===== src/rtl/sdpath_pkg.sv =====
package sdpath_pkg;

  typedef enum logic [2:0] {
    SQ_IDLE   = 3'd0,
    SQ_WAIT_S = 3'd1,
    SQ_SEND   = 3'd2,
    SQ_WAIT_R = 3'd3,
    SQ_RECV   = 3'd4,
    SQ_RDWAIT = 3'd5
  } sq_state_t;

  function automatic logic sq_is_rx(input sq_state_t s);
    return (s == SQ_WAIT_R) || (s == SQ_RECV) || (s == SQ_RDWAIT);
  endfunction

  function automatic logic sq_is_tx(input sq_state_t s);
    return (s == SQ_WAIT_S) || (s == SQ_SEND);
  endfunction

  function automatic logic sq_is_active(input sq_state_t s);
    return (s == SQ_SEND) || (s == SQ_RECV);
  endfunction

  function automatic logic sq_is_wait(input sq_state_t s);
    return (s == SQ_WAIT_S) || (s == SQ_WAIT_R);
  endfunction

endpackage


===== src/rtl/sdpath_ctl_decode.sv =====
module sdpath_ctl_decode
  import sdpath_pkg::*;
(
  input  sq_state_t state,
  input  logic      ctl_wr,
  input  logic      ctl_en,
  input  logic      ctl_rdwait,
  output logic      start_evt,
  output logic      release_evt
);
  // a start needs an explicit write; a held enable level does nothing
  assign start_evt   = ctl_wr && ctl_en && (state == SQ_IDLE);
  assign release_evt = ctl_wr && !ctl_rdwait && (state == SQ_RDWAIT);
endmodule


===== src/rtl/sdpath_counter.sv =====
module sdpath_counter #(
  parameter int CNT_W = 25
) (
  input  logic             clk,
  input  logic             rst,
  input  logic             load_evt,
  input  logic [CNT_W-1:0] load_val,
  input  logic             dec_evt,
  output logic [CNT_W-1:0] cnt,
  output logic             cnt_zero,
  output logic             cnt_one
);
  localparam logic [CNT_W-1:0] ONE = CNT_W'(1);

  function automatic logic [CNT_W-1:0] step_down(input logic [CNT_W-1:0] v);
    return (v == '0) ? '0 : v - ONE;
  endfunction

  always_ff @(posedge clk) begin
    if (rst)           cnt <= '0;
    else if (load_evt) cnt <= load_val;
    else if (dec_evt)  cnt <= step_down(cnt);
  end

  assign cnt_zero = (cnt == '0);
  assign cnt_one  = (cnt == ONE);
endmodule


===== src/rtl/sdpath_fsm.sv =====
module sdpath_fsm
  import sdpath_pkg::*;
(
  input  logic      clk,
  input  logic      rst,
  input  logic      start_evt,
  input  logic      release_evt,
  input  logic      ctl_dir,
  input  logic      ctl_rdwait,
  input  logic      ser_start,
  input  logic      end_evt,
  output sq_state_t state
);
  sq_state_t nxt;

  always_comb begin
    nxt = state;
    unique case (state)
      SQ_IDLE:
        if (start_evt) begin
          if (ctl_rdwait)   nxt = SQ_RDWAIT;
          else if (ctl_dir) nxt = SQ_WAIT_R;
          else              nxt = SQ_WAIT_S;
        end
      SQ_WAIT_S:
        if (end_evt)        nxt = SQ_IDLE;
        else if (ser_start) nxt = SQ_SEND;
      SQ_WAIT_R:
        if (end_evt)        nxt = SQ_IDLE;
        else if (ser_start) nxt = SQ_RECV;
      SQ_SEND, SQ_RECV:
        if (end_evt)        nxt = SQ_IDLE;
      SQ_RDWAIT:
        if (release_evt)    nxt = SQ_WAIT_R;
      default:              nxt = SQ_IDLE;
    endcase
  end

  always_ff @(posedge clk) begin
    if (rst) state <= SQ_IDLE;
    else     state <= nxt;
  end
endmodule


===== src/rtl/sdpath_data_seq.sv =====
module sdpath_data_seq
  import sdpath_pkg::*;
#(
  parameter int CNT_W = 25
) (
  input  logic             clk,
  input  logic             rst,
  input  logic             ctl_wr,
  input  logic             ctl_en,
  input  logic             ctl_dir,
  input  logic             ctl_rdwait,
  input  logic [CNT_W-1:0] ctl_len,
  input  logic             cnt_wr,
  input  logic [CNT_W-1:0] cnt_wdata,
  input  logic             ser_start,
  input  logic             byte_done,
  input  logic             done_clr,
  output logic [2:0]       state_o,
  output logic             rx_busy_o,
  output logic             tx_busy_o,
  output logic [CNT_W-1:0] cnt_o,
  output logic             done_o
);
  sq_state_t state;
  logic start_evt, release_evt, dec_evt, last_evt, empty_evt, end_evt;
  logic cnt_zero, cnt_one;
  logic [CNT_W-1:0] cnt;
  logic done_q;

  // the counter is read-only: its write port is accepted and dropped
  logic unused_cnt_write;
  assign unused_cnt_write = ^{cnt_wr, cnt_wdata};

  sdpath_ctl_decode u_dec (
    .state(state), .ctl_wr(ctl_wr), .ctl_en(ctl_en), .ctl_rdwait(ctl_rdwait),
    .start_evt(start_evt), .release_evt(release_evt)
  );

  assign dec_evt   = byte_done && sq_is_active(state);
  assign last_evt  = dec_evt && cnt_one;
  assign empty_evt = sq_is_wait(state) && cnt_zero;
  assign end_evt   = last_evt || empty_evt;

  sdpath_counter #(.CNT_W(CNT_W)) u_cnt (
    .clk(clk), .rst(rst), .load_evt(start_evt), .load_val(ctl_len),
    .dec_evt(dec_evt), .cnt(cnt), .cnt_zero(cnt_zero), .cnt_one(cnt_one)
  );

  sdpath_fsm u_fsm (
    .clk(clk), .rst(rst), .start_evt(start_evt), .release_evt(release_evt),
    .ctl_dir(ctl_dir), .ctl_rdwait(ctl_rdwait), .ser_start(ser_start),
    .end_evt(end_evt), .state(state)
  );

  // completion wins over a clear on the same edge
  always_ff @(posedge clk) begin
    if (rst)           done_q <= 1'b0;
    else if (end_evt)  done_q <= 1'b1;
    else if (done_clr) done_q <= 1'b0;
  end

  assign state_o   = state;
  assign rx_busy_o = sq_is_rx(state);
  assign tx_busy_o = sq_is_tx(state);
  assign cnt_o     = cnt;
  assign done_o    = done_q;
endmodule


===== config.mk =====
export PLATFORM = sky130hd
export DESIGN_NAME = sdpath_data_seq
export DESIGN_NICKNAME = d
export VERILOG_FILES = /design/src/rtl/sdpath_pkg.sv /design/src/rtl/sdpath_ctl_decode.sv /design/src/rtl/sdpath_counter.sv /design/src/rtl/sdpath_fsm.sv /design/src/rtl/sdpath_data_seq.sv
export SDC_FILE = /design/constraint.sdc
export NUM_CORES = 1
export LEC_CHECK = 0
export BUFFER_PORTS_ARGS = -buffer_cell sky130_fd_sc_hd__buf_2
export CAP_MARGIN = 20
export CORE_ASPECT_RATIO = 2
export CORE_MARGIN = 2
export CORE_UTILIZATION = 47
export CTS_CLUSTER_DIAMETER = 30
export DETAILED_ROUTE_END_ITERATION = 8
export PLACE_DENSITY = 0.79
export SLEW_MARGIN = 10
export SYNTH_ARGS = -nofsm -noshare
export SYNTH_HDL_FRONTEND = slang
export SYNTH_HIERARCHICAL = 1
export SYNTH_SLANG_ARGS = --single-unit

===== constraint.sdc =====
create_clock -name clk -period 3.6 [get_ports clk]
set_input_delay 0 -clock clk [delete_from_list [all_inputs] [get_ports clk]]
set_output_delay 0 -clock clk [all_outputs]
set_load 0.02 [all_outputs]

Word-level counts from Yosys, hierarchy flattened --
Index checks and enable logic that the tools add are counted. Widths: inputs -> output; s select.
Cells by class: reduce and logical (&&, ||, !) cells 20, muxes and demuxes 15, add/subtract/negate cells 1, eq/ne operators 11
Operators with widths (count):
- $mux 25 | 3
- $eq 25x1->1 const B | 1
- $logic_not 25->1 | 1
- $sub 25x1->25 const B | 1
- $mux 3 | 8
- $pmux 3 s5 | 1
- $logic_and 1x1->1 | 7
- $eq 3x2->1 const B | 2
- $eq 3x3->1 const B | 2
- $logic_or 1x1->1 | 6
- $ne 2x2->1 const B | 3
- $ne 3x3->1 const B | 2
- $reduce_and 5->1 | 1
- $reduce_bool 2->1 | 2
- $eq 3x1->1 const B | 1
- $logic_not 3->1 | 1
- $mux 1 | 2
- $mux 2 | 1
- $reduce_or 2->1 | 1
- $logic_not 1->1 | 1
Word-level totals: flip-flop bits (word level) 29, logic and storage cells 50, output and inout port bits 31

Longest topological paths before layout --
Gate-level depths: netlist of run 1.
depth after elaboration 7, depth in mapped cells 13, gate-level depth less buffers 13

Cells and area by module --
Netlist of run 1, hierarchy kept.
By module, submodules not included:
- sdpath_counter | instances 1, cells each 189, seq. area each 500.5 um^2, area an instance 1529.0 um^2
- sdpath_fsm | instances 1, cells each 27, seq. area each 60.1 um^2, area an instance 224.0 um^2
- sdpath_data_seq | instances 1, cells each 15, seq. area each 20.0 um^2, area an instance 112.6 um^2
- sdpath_ctl_decode | instances 1, cells each 4, seq. area each 0.0 um^2, area an instance 46.3 um^2

Worst setup path after synthesis of run 1 --
OpenSTA, ideal clock, no wires.
path type reg-to-reg, from register u_cnt.cnt[0], to register u_fsm.state[1], arrival time 2.593 ns, period minus slack after synthesis 2.663 ns, path buffers 0, cell stages (with the launch flop) 14, slack 0.937 ns, path through dfxtp_1 > inv_1 > ha_1 > nor3b_1 > nand2_1 > or3_4 > inv_1 > nand2_1 > a21o_1 > nand2_1 > inv_1 > o311a_1 > or4b_1 > a21oi_1
On the way: word-level cells in the longest chain between the ends 5
Ends and longest elaborated chain:
- from (decl) | RTL line sdpath_counter.sv:9 | output logic [CNT_W-1:0] cnt,
- from (signal assigned) | RTL line sdpath_counter.sv:21 | else if (load_evt) cnt <= load_val;
- from (signal assigned) | RTL line sdpath_counter.sv:22 | else if (dec_evt) cnt <= step_down(cnt);
- $logic_not 25->1 (*) | RTL line sdpath_counter.sv:25 | assign cnt_zero = (cnt == '0);
- via cnt_zero | RTL line sdpath_data_seq.sv:26 | logic cnt_zero, cnt_one;
- $logic_and 1x1->1 (*) | RTL line sdpath_data_seq.sv:41 | assign empty_evt = sq_is_wait(state) && cnt_zero;
- $logic_or 1x1->1 (*) | RTL line sdpath_data_seq.sv:42 | assign end_evt = last_evt || empty_evt;
- via end_evt | RTL line sdpath_data_seq.sv:25 | logic start_evt, release_evt, dec_evt, last_evt, empty_evt, end_evt;
- $ne 3x3->1 (no line) (tied with other cells)
- $reduce_and 5->1 (no line) / $pmux 3 s5 (equally long branches)
- to (signal assigned) | RTL line sdpath_fsm.sv:41 | else state <= nxt;
- to (decl) | RTL line sdpath_fsm.sv:12 | output sq_state_t state
Mark *: on every way through the listed nets, which the timed path passes. The rest lies on a longest branch. A chain may end at the register's enable or synchronous reset.

Final worst setup path of run 1 --
from register u_cnt.cnt[16], to register u_fsm.state[1]
Same word-level chain as after synthesis.

==> results of run 1 <==
[final timing paths]
check | startpoint | end | slack [ns] | cells past startpoint
max reg2reg | u_cnt/cnt[16]$_SDFFE_PP0P_ | u_fsm/state[1]$_SDFFE_PP0P_ | 0.63 | 11
max | u_cnt/cnt[16]$_SDFFE_PP0P_ | u_fsm/state[1]$_SDFFE_PP0P_ | 0.63 | 11
min reg2reg | u_cnt/cnt[24]$_SDFFE_PP0P_ | u_cnt/cnt[24]$_SDFFE_PP0P_ | 0.49 | 2
min | ctl_len[4] | u_cnt/cnt[4]$_SDFFE_PP0P_ | 0.003 | 3
[registers in the layout (all words and copies together), names as in the netlist]
signal       flops
done_o           1
u_cnt/cnt       25
u_fsm/state      3
[synth_stat cells, drive strengths merged, types with 2 or more instances]
cell type	instances
and3	12
nand2b	3
nor2b	4
or3b	2
or4	3
dfxtp	29
nand4b	2
buf	2
nor4	7
ha	2
o21ai	13
mux2i	2
nor3b	4
clkbuf	9
or3	3
o21a	4
a31oi	3
inv	7
xor2	3
or4b	3
o31ai	2
o211ai	2
a21oi	20
nand3	6
nand2	23
a21o	2
nor2	15
o22ai	7
nor3	13
xnor2	17
[metal layers]
layer | track usage (%) | vias to the layer above | wire (microns)
met3 | 4.78 | 19 | 185
met1 | 23.4 | 943 | 1870
li1 | - | 1001 | -
met2 | 45.0 | 55 | 2940
met4 | 14.3 | 0 | 156
met5 | 0 | - | 0
[critical path, delay by kind of cell (launching register included)]
kind | cells | cell delay (ns)
AND/OR/NAND/NOR | 6 | 1.91
flip-flops | 1 | 0.36
buffers and inverters | 2 | 0.13
AO/OA/AOI/OAI | 3 | 0.49
[stage by stage]
stage	power [mW]	util [%]	hold slack, ns	cells
after floorplan	1.53	-	0.0691	235
after global placement	1.79	58.2	0.197	341
after detailed placement	1.81	58.2	0.200	341
after CTS	2.18	64.3	0.00246	361
after global routing	2.34	64.3	0.0156	361
final	2.18	64.3	0.00309	361
[kinds of logic after synthesis]
family                     after synthesis
adders and majority gates                2
buffers and inverters                   18
muxes                                    2
DFF                                     29
xor gates and xnor gates                20
and+or+nand+nor                        106
AOI/OAI and AO/OA                       58
[layout make-up]
cell class	count	share of cell area, %
Clock buffer	7	3.46
Timing Repair Buffer	78	18.2
Inverter	7	1.05
Sequential cell	29	23.2
Multi-Input combinational cell	188	50.3
Tap cell	51	2.56
Clock inverter	1	1.20
[power by group through the flow]
| stage | Combinational (mW) | Sequential (mW) | Clock, mW |
|---|---|---|---|
| after detailed placement | 1.22 | 0.591 | 0 |
| after global placement | 1.20 | 0.586 | 0 |
| final | 1.24 | 0.583 | 0.351 |
| after CTS | 1.24 | 0.584 | 0.355 |
| after floorplan | 0.863 | 0.669 | 0 |
| after global routing | 1.36 | 0.609 | 0.371 |
==> results.ini, run 1 <==
[status]
status = complete, no violations

[clocking]
clkSlewWorstSetupHoldPaths_ns = 0.06
cts_buffers = 5
cts_tree = yes
h-tree-depth = 2
post-cts-setup-buffer-count = 0
cts_resized = 0
clock-root-buffer = clkbuf_8
cts.path.max_buffers = 2
clkLatencyLatePin_ns = 0.28
hold_buffers = 12
cts.sinks = 29

[global_routing]
grtUsageTotal_pct = 24.0
grt_start_max_net_pins = 26
overflow = 0
grt_antenna_before_repair = 0
grt_first_pass_wirelength_microns = 8790
first_global_vias = 2026

[synthesis]
synth-seq-cells = 29
netlist_area_sq_um = 1910
synth.area.top_cells = dfxtp_1 (30%), xnor2_1 (7.8%), a21oi_1 (5.2%)
syn_avg_cell_area_sq_um = 8.14
synthAdderAreaFrac_pct = 1.31
synth_edf_count = 0
synthArstFlopShare_pct = 0
synth-compound-area-share_pct = 19.1
yosys.area.top_type = dfxtp_1
synth_fp_nets = 297
synth_mux_area_share_pct = 1.05
ys_warn_count = 6
synthSimpleGateAreaFrac_pct = 35.0
netlist_instances = 235
synth_xor_area_share_pct = 9.16
synth_top_flop_cell = dfxtp_1
synth_top_family_by_area = simple AND/OR/NAND/NOR gates
netlist-cell-type-count = 51
ys_seq_area_share_pct = 30.4
yosysTopAreaCellShare_pct = 30.4

[sta]
setup_viol = 0
max_slew_margin_pct = 54.8
skew_ns = 0.00577
worst_slack_ns = 0.635
slew_viol_final = 0
finalCriticalPeriod_ns = 2.97
hold_viol_final = 0
finalSetupTns_ns = 0
period_share_pct = 82.4
fmax_mhz = 337
tightest_slew_ns = 0.672
rsz0062_at_grt = false

[power_and_ir_drop]
peakVddDrop_v = 0.000518
power.leakage_nw = 1.07
switching_share_pct = 46.2
pwr-share-seq_pct = 26.8
clkPwrFrac_pct = 16.1
power.density_nw_per_um2 = 871
combPwrFrac_pct = 57.1
switching_power_mw = 1.00
power.internal_mw = 1.17

[setup_path]
critPathArrivalTime_ns = 3.17
path_cells = nor4_1 -> nand2_1 -> or3_4 -> inv_1 -> nand2_1 -> a21o_1 -> nand2_1 -> inv_1 -> o311a_1 -> or4b_1 -> a21oi_1
worst-setup-path-type = flop to flop
endpoint_kind = flop
max_stage_delay_ns = 0.63
crit_path_start_kind = flop
required_ns = 3.81
crit_fanout = 7
slowest_stage = nor4_1
crit_top_cell = nand2_1

[route]
vias = 2018
dr.pass1.iters = 4
via_per_inst = 5.59
wirelength_microns = 5150
drt_iter0_drc = 50
ant_nets = 0
drc_errors = 0
routedWlPerCell_microns = 14.3

[finish]
fillers = 372
fin_nets = 371
stdcell_area_sq_um = 2500
seq_area_sq_um = 581
drive_gt1_share_pct = 29.0
areaGrowthSynthToFinish_pct = 30.6
multi_input_area_sq_um = 1250
layout_commonest_cell = buf_2
final_cell_mix = buf_2 (64), dfxtp_1 (29), nand2_1 (23)
num_antenna_cells = 0

[floorplan]
core_area_sq_um = 3880
io_pins = 91
fp.dieW_microns = 49.1
start_util_pct = 49.2
rows = 32
dieArea_sq_um = 4620
die_h_microns = 94.2

[job]
max_cap_violations = 0

[hold_path]
hold_path_class = input port to flop

[placed_design]
io_buffers = 64
placed_cell_area_sq_um = 2260
preCtsSetupSlack_ns = 0.673
place_hpwl_microns = 3660
gp_congestion = 0.850

Note: power is estimated with default switching activity, not from simulation.
==> run 2, diff against run 1 <==
Settings changed: CORE_UTILIZATION 47 to 42, PLACE_DENSITY 0.79 to 0.74.
Clock period 3.6 ns to 2.5 ns, I/O delays scaled along.
==> run 2 against run 1 <==
  * The run now ends with negative setup slack left
  * Clock power increased by 4%
  * Clock-buffer cell count down 1
  * Cell count increased by 10%
  * Combinational power grew 88%
  * Routed wire length increased by 11%
  * Total power rose by 60%
  * Clock skew up 0.0030 ns
  * Utilization shrank 0.34 points
  * Non-clock buffer count up 34
  * Critical path type unchanged
  * Largest power group unchanged
==> results.ini, run 2 (synthesized netlist as in run 1, its figures left out) <==
[finish]
layout_commonest_cell = buf_2  ; unchanged
stdcell_area_sq_um = 2800  ; was 2500 sq um
seq_area_sq_um = 596  ; was 581 sq um
num_antenna_cells = 0  ; unchanged
drive_gt1_share_pct = 41.0  ; was 29.0%
final_cell_mix = buf_2 (64), buf_4 (34), nand2_1 (22)  ; was buf_2 (64), dfxtp_1 (29), nand2_1 (23)
fillers = 422  ; was 372
areaGrowthSynthToFinish_pct = 46.6  ; was 30.6%
largest_register_ffs = 25  ; unchanged
fin_nets = 405  ; was 371
final_cells = 398  ; was 361
top_register = u_cnt/cnt  ; unchanged
multi_input_area_sq_um = 1320  ; was 1250 sq um

[route]
dr.pass1.iters = 4  ; unchanged
drt_iter0_drc = 46  ; was 50
via_per_inst = 5.29  ; was 5.59
vias = 2107  ; was 2018
drc_errors = 0  ; unchanged
wirelength_microns = 5700  ; was 5150 microns
ant_nets = 0  ; unchanged
routedWlPerCell_microns = 14.3  ; about the same

[floorplan]
fp.dieW_microns = 51.7  ; was 49.1 microns
start_util_pct = 43.6  ; was 49.2%
rows = 34  ; was 32
die_h_microns = 99.4  ; was 94.2 microns
dieArea_sq_um = 5140  ; was 4620 sq um
core_area_sq_um = 4380  ; was 3880 sq um
io_pins = 91  ; unchanged

[global_routing]
grt_start_max_net_pins = 26  ; unchanged
grtUsageTotal_pct = 22.9  ; was 24.0%
overflow = 0  ; unchanged
first_global_vias = 2065  ; was 2026
grt_first_pass_wirelength_microns = 9030  ; was 8790 microns
grt_antenna_before_repair = 0  ; unchanged

[setup_path]
crit_fanout = 4  ; was 7
timing.rr.start = u_cnt/cnt[19]$_SDFFE_PP0P_  ; was u_cnt/cnt[16]$_SDFFE_PP0P_
reg2reg_to = u_fsm/state[1]$_SDFFE_PP0P_  ; unchanged
endpoint_kind = flop  ; unchanged
path_cells = nor4_4 -> nand2_1 -> or3_4 -> inv_2 -> nand2_1 -> a21o_1 -> nand2_2 -> inv_2 -> o311a_1 -> or4b_4 -> a21oi_2  ; was nor4_1 -> nand2_1 -> or3_4 -> inv_1 -> nand2_1 -> a21o_1 -> nand2_1 -> inv_1 -> o311a_1 -> or4b_1 -> a21oi_1
critPathTopFamily = simple AND/OR/NAND/NOR gates  ; unchanged
max_stage_delay_ns = 0.54  ; was 0.63 ns
path_depth = 11  ; unchanged
crit_start = u_cnt/cnt[19]$_SDFFE_PP0P_  ; was u_cnt/cnt[16]$_SDFFE_PP0P_
rrSetupSlack_ns = -0.02  ; was 0.63 ns
required_ns = 2.70  ; was 3.81 ns
worst-setup-path-type = flop to flop  ; unchanged
critPathArrivalTime_ns = 2.72  ; was 3.17 ns
crit_path_start_kind = flop  ; unchanged
reg2regPathDepth = 11  ; unchanged
cp_num_buf_inv = 2  ; unchanged
crit_path_end = u_fsm/state[1]$_SDFFE_PP0P_  ; unchanged
slowest_stage = or4b_4  ; was nor4_1

[clocking]
cts.path.max_buffers = 2  ; unchanged
cts.sinks = 29  ; unchanged
clock-root-buffer = clkbuf_8  ; unchanged
clkLatencyLatePin_ns = 0.28  ; about the same
cts_buffers = 5  ; unchanged
clkSlewWorstSetupHoldPaths_ns = 0.07  ; was 0.06 ns
h-tree-depth = 2  ; unchanged
cts_tree = yes  ; unchanged

[hold_path]
hold_path_class = input port to flop  ; unchanged

[sta]
finalCriticalPeriod_ns = 2.52  ; was 2.97 ns
finalSetupTns_ns = -0.0186  ; was 0 ns
worst_slack_ns = -0.0186  ; was 0.635 ns
period_share_pct = 101  ; was 82.4%
fmax_mhz = 397  ; was 337 MHz
max_slew_margin_pct = 59.8  ; was 54.8%
slew_viol_final = 0  ; unchanged
setup_viol = 1  ; was 0
rsz0062_at_grt = true  ; was false
skew_ns = 0.00879  ; was 0.00577 ns
holdWs_ns = 0.00915  ; was 0.00309 ns
hold_viol_final = 0  ; unchanged
tightest_slew_ns = 0.602  ; was 0.672 ns

[power_and_ir_drop]
pwr-share-seq_pct = 22.4  ; was 26.8%
power.internal_mw = 1.90  ; was 1.17 mW
combPwrFrac_pct = 67.1  ; was 57.1%
power.density_nw_per_um2 = 1240  ; was 871 nW/um^2
switching_share_pct = 45.5  ; was 46.2%
peakVddDrop_v = 0.000774  ; was 0.000518 V
switching_power_mw = 1.58  ; was 1.00 mW
clkPwrFrac_pct = 10.5  ; was 16.1%
power.leakage_nw = 1.24  ; was 1.07 nW

[placed_design]
io_buffers = 64  ; unchanged
gp_congestion = 0.834  ; was 0.850
place_hpwl_microns = 4140  ; was 3660 microns
placed_cell_area_sq_um = 2510  ; was 2260 sq um
preCtsSetupSlack_ns = 0.0203  ; was 0.673 ns
dp_cells = 371  ; was 341

[status]
violations = negative setup slack
status = complete, but fails checks  ; was complete, no violations

[job]
max_cap_violations = 0  ; unchanged

-- run 2: changes by cell type in the layout (fill, tap and decap cells not counted), moves of 2 or more --
cell and change:
clkinv_2 +2, inv_2 +4, inv_1 -4, dfxtp_1 -8, buf_4 +32, dfxtp_2 +6
dlygate4sd3_1 +2, dfxtp_4 +2
-- run 2: worst min-delay path by stage --
stage	from	endpoint	slack, ns	cells past startpoint
2_1_floorplan	rst	u_fsm/state[0]$_SDFFE_PP0P_	0.07	1
3_3_place_gp	ctl_len[9]	u_cnt/cnt[9]$_SDFFE_PP0P_	0.20	3
3_5_place_dp	ctl_len[10]	u_cnt/cnt[10]$_SDFFE_PP0P_	0.20	3
4_1_cts	ctl_len[3]	u_cnt/cnt[3]$_SDFFE_PP0P_	0.003	3
5_1_grt	ctl_len[3]	u_cnt/cnt[3]$_SDFFE_PP0P_	0.02	3
6_report	ctl_len[3]	u_cnt/cnt[3]$_SDFFE_PP0P_	0.009	3
-- run 2: stage by stage --
| step | total power [mW] | utilization [%] |
|---|---|---|
| final | 3.48 | 64.0 |
| after global routing | 3.71 | 64.0 |
| after CTS | 3.38 | 62.6 |
| after detailed placement | 2.97 | 57.3 |
| after global placement | 2.93 | 57.3 |
| after floorplan | 2.27 | - |
-- run 2: worst reg2reg max path: cells and delay by family (launching register included) --
family | cells | cell delay (ns)
buffers and inverters | 2 | 0.10
AO/OA/AOI/OAI | 3 | 0.42
flip-flops | 1 | 0.35
AND/OR/NAND/NOR | 6 | 1.57
-- run 2: area by class of cell --
type                            instances  share of cell area, %
Clock buffer                            6                   2.59
Multi-Input combinational cell        188                   46.9
Clock inverter                          2                  0.357
Sequential cell                        29                   21.2
Inverter                                7                  0.937
Tap cell                               54                   2.41
Timing Repair Buffer                  112                   25.5
-- run 2: power by group through the flow --
stage	Clock (mW)	Sequential, mW	Combinational, mW
floorplan	0	0.991	1.28
global placement	0	0.780	2.15
detailed placement	0	0.786	2.18
CTS	0.374	0.776	2.23
global route	0.393	0.797	2.52
finish	0.365	0.778	2.33
-- run 2: what timing repair did --
item	CTS	global route
pin swaps	0	5
buffers inserted	1	4
setup endpoints to repair	1	1
gates resized for setup	0	11
hold endpoints to repair	14	0
hold buffers	14	0
-- run 2: per-layer routing --
metal / up-vias / wire (microns) / global-route usage, %
met5: - / 0 / 0
met4: 0 / 114 / 9.72
met3: 9 / 205 / 3.90
met1: 969 / 2140 / 23.6
li1: 1073 / - / -
met2: 56 / 3240 / 43.0
==> run 3, diff against run 2 <==
Settings changed: ABC_AREA from default to 1, CORE_UTILIZATION 42 to 40, PLACE_DENSITY 0.74 to 0.69.
==> run 3 against run 2 <==
  * The run now ends clean
  * Synthesized area is 13% higher
  * Cell area decreased by 4.7%
  * Synthesized cell count grew 37%
  * Register-to-register slack improved by 0.33 ns
  * Worst setup slack better by 0.33 ns
  * First-iteration DRC count increased by 130%
  * Fmax grew 15%
==> results.ini, run 3 <==
[synthesis]
synth_edf_count = 0  ; unchanged
synth_top_flop_cell = dfxtp_1  ; unchanged
synth-seq-cells = 29  ; unchanged
yosys.area.top_type = dfxtp_1  ; unchanged
synth_common_cells = nand2_1 (56), nor2_1 (40), inv_1 (33)  ; was dfxtp_1 (29), nand2_1 (23), a21oi_1 (20)
syn_avg_cell_area_sq_um = 6.70  ; was 8.14 sq um
yosysTopAreaCellShare_pct = 26.9  ; was 30.4%
ys_seq_area_share_pct = 26.9  ; was 30.4%
synth.most_common_cell = nand2_1  ; was dfxtp_1
netlist_area_sq_um = 2160  ; was 1910 sq um
synth.area.top_cells = dfxtp_1 (27%), nand2_1 (9.7%), a22oi_1 (7.7%)  ; was dfxtp_1 (30%), xnor2_1 (7.8%), a21oi_1 (5.2%)
netlist-cell-type-count = 31  ; was 51
ys_warn_count = 6  ; unchanged
synth_fp_nets = 384  ; was 297
synthArstFlopShare_pct = 0  ; unchanged
netlist_instances = 322  ; was 235

[setup_path]
cp_num_buf_inv = 1  ; was 2
required_ns = 2.67  ; was 2.70 ns
crit_path_start_kind = flop  ; unchanged
max_stage_delay_ns = 0.37  ; was 0.54 ns
crit_top_cell = nor2_1
critPathTopFamily = simple AND/OR/NAND/NOR gates  ; unchanged
critPathArrivalTime_ns = 2.35  ; was 2.72 ns
worst-setup-path-type = flop to flop  ; unchanged
crit_fanout = 6  ; was 4
endpoint_kind = flop  ; unchanged
path_cells = nor2_1 -> nand2_1 -> nor2_1 -> nand2_2 -> nor4_1 -> nand3_2 -> nand2_1 -> inv_1 -> nor2_1 -> nor2_1 -> nor2_1 -> nand3_1 -> nand2_1 -> nor2_1  ; was nor4_4 -> nand2_1 -> or3_4 -> inv_2 -> nand2_1 -> a21o_1 -> nand2_2 -> inv_2 -> o311a_1 -> or4b_4 -> a21oi_2
slowest_stage = dfxtp_1  ; was or4b_4

[route]
vias = 2370  ; was 2107
drc_errors = 0  ; unchanged
via_per_inst = 5.29  ; about the same
ant_nets = 0  ; unchanged
wirelength_microns = 6020  ; was 5700 microns
drt_iter0_drc = 104  ; was 46
dr.pass1.iters = 4  ; unchanged
routedWlPerCell_microns = 13.4  ; was 14.3 microns

[power_and_ir_drop]
power.density_nw_per_um2 = 1800  ; was 1240 nW/um^2
peakVddDrop_v = 0.00115  ; was 0.000774 V
finalPower_mw = 4.80  ; was 3.48 mW
power.leakage_nw = 1.29  ; was 1.24 nW

[sta]
tightest_slew_ns = 0.658  ; was 0.602 ns
hold_viol_final = 0  ; unchanged
skew_ns = 0.00673  ; was 0.00879 ns
period_share_pct = 87.4  ; was 101%
holdWs_ns = 0.0302  ; was 0.00915 ns
max_slew_margin_pct = 56.1  ; was 59.8%
finalCriticalPeriod_ns = 2.18  ; was 2.52 ns
setup_viol = 0  ; was 1
rsz0062_at_grt = false  ; was true
finalSetupTns_ns = 0  ; was -0.0186 ns
fmax_mhz = 458  ; was 397 MHz
slew_viol_final = 0  ; unchanged

[clocking]
cts_buffers = 5  ; unchanged
cts.sinks = 29  ; unchanged
h-tree-depth = 2  ; unchanged
clkSlewWorstSetupHoldPaths_ns = 0.07  ; about the same
cts.path.max_buffers = 2  ; unchanged
cts_resized = 0  ; unchanged
cts_tree = yes  ; unchanged
clock-root-buffer = clkbuf_8  ; unchanged
clkLatencyLatePin_ns = 0.28  ; about the same

[floorplan]
rows = 37  ; was 34
dieArea_sq_um = 6030  ; was 5140 sq um
start_util_pct = 41.6  ; was 43.6%
io_pins = 91  ; unchanged
fp.dieW_microns = 55.9  ; was 51.7 microns
core_area_sq_um = 5180  ; was 4380 sq um
die_h_microns = 108  ; was 99.4 microns

[finish]
final_cell_mix = buf_2 (64), nand2_1 (56), nor2_1 (39)  ; was buf_2 (64), buf_4 (34), nand2_1 (22)
top_register = u_cnt/cnt  ; unchanged
layout_commonest_cell = buf_2  ; unchanged
fin_nets = 451  ; was 405
drive_gt1_share_pct = 28.2  ; was 41.0%
final_util_pct = 51.5  ; was 64.0%
num_antenna_cells = 0  ; unchanged
areaGrowthSynthToFinish_pct = 23.7  ; was 46.6%
largest_register_ffs = 25  ; unchanged

[global_routing]
overflow = 0  ; unchanged
grt_start_max_net_pins = 28  ; was 26
first_global_vias = 2417  ; was 2065
grtUsageTotal_pct = 20.6  ; was 22.9%
grt_first_pass_wirelength_microns = 10000  ; was 9030 microns
grt_antenna_before_repair = 0  ; unchanged

[placed_design]
io_buffers = 64  ; unchanged
gp_congestion = 0.863  ; was 0.834
place_hpwl_microns = 4590  ; was 4140 microns

[hold_path]
hold_path_class = input port to flop  ; unchanged

[job]
max_cap_violations = 0  ; unchanged

[status]
status = complete, no violations  ; was complete, but fails checks

[run 3: tightest hold or removal path, stage by stage]
cell and delay [ns]:
buf_2 0.07, a22oi_1 0.07, a21oi_1 0.13
[run 3: logic make-up (layout without fill, tap and decap cells)]
family                   count (synthesis)  in the layout  share of synthesized area (%)
adder cells (fa/ha/maj)                  2              2                           1.16
buffers and inverters                   48            116                           9.62
AND/OR/NAND/NOR                        175            175                           41.9
XOR/XNOR                                12             12                           4.87
AO/OA/AOI/OAI                           56             56                           15.5
flip-flops                              29             29                           26.9
[run 3: metrics by stage]
step / area [sq um] / instances / worst slack (ns)
2_1_floorplan: 2160 / 322 / 0.563
3_3_place_gp: 2520 / 437 / 0.492
3_5_place_dp: 2520 / 437 / 0.366
4_1_cts: 2670 / 448 / 0.339
5_1_grt: 2670 / 448 / 0.107
6_report: 2670 / 448 / 0.316
[run 3: routing by layer]
layer  vias up  wire (microns)  global-route usage, %
met5         -               0                      0
met4         0             167                   10.0
met3        15             251                   3.13
met2        68            3360                   40.3
met1      1073            2240                   20.4
li1       1214               -                      -
[run 3: final timing paths]
path,end,startpoint,cells after the start,slack [ns]
worst max-delay path,u_fsm/state[1]$_SDFFE_PP0P_,u_cnt/cnt[20]$_SDFFE_PP0P_,14,0.32
worst min register to register,done_o$_SDFFE_PP0P_,done_o$_SDFFE_PP0P_,4,0.56
worst max register to register,u_fsm/state[1]$_SDFFE_PP0P_,u_cnt/cnt[20]$_SDFFE_PP0P_,14,0.32
worst min-delay path,u_cnt/cnt[20]$_SDFFE_PP0P_,ctl_len[20],3,0.03
[run 3: repair_timing]
action	4_1_cts	5_1_grt
hold buffers	3	0
buffers inserted	0	0
endpoints found under the hold margin	3	0
[run 3: report_power, final]
part	internal, mW	leakage [nW]	switching [mW]
Clock	0.325	0.0585	0.181
Sequential	0.635	0.237	0.236
Combinational	1.18	0.992	2.24
[run 3: area by class of cell]
cell class                 count  area (sq um)
clock inverter                 1          30.0
multi-input combinational    245          1380
fill                         549          2510
tap                           58          72.6
inverter                      36           135
clock buffer                   7          86.3
sequential                    29           581
timing repair buffer          72           388
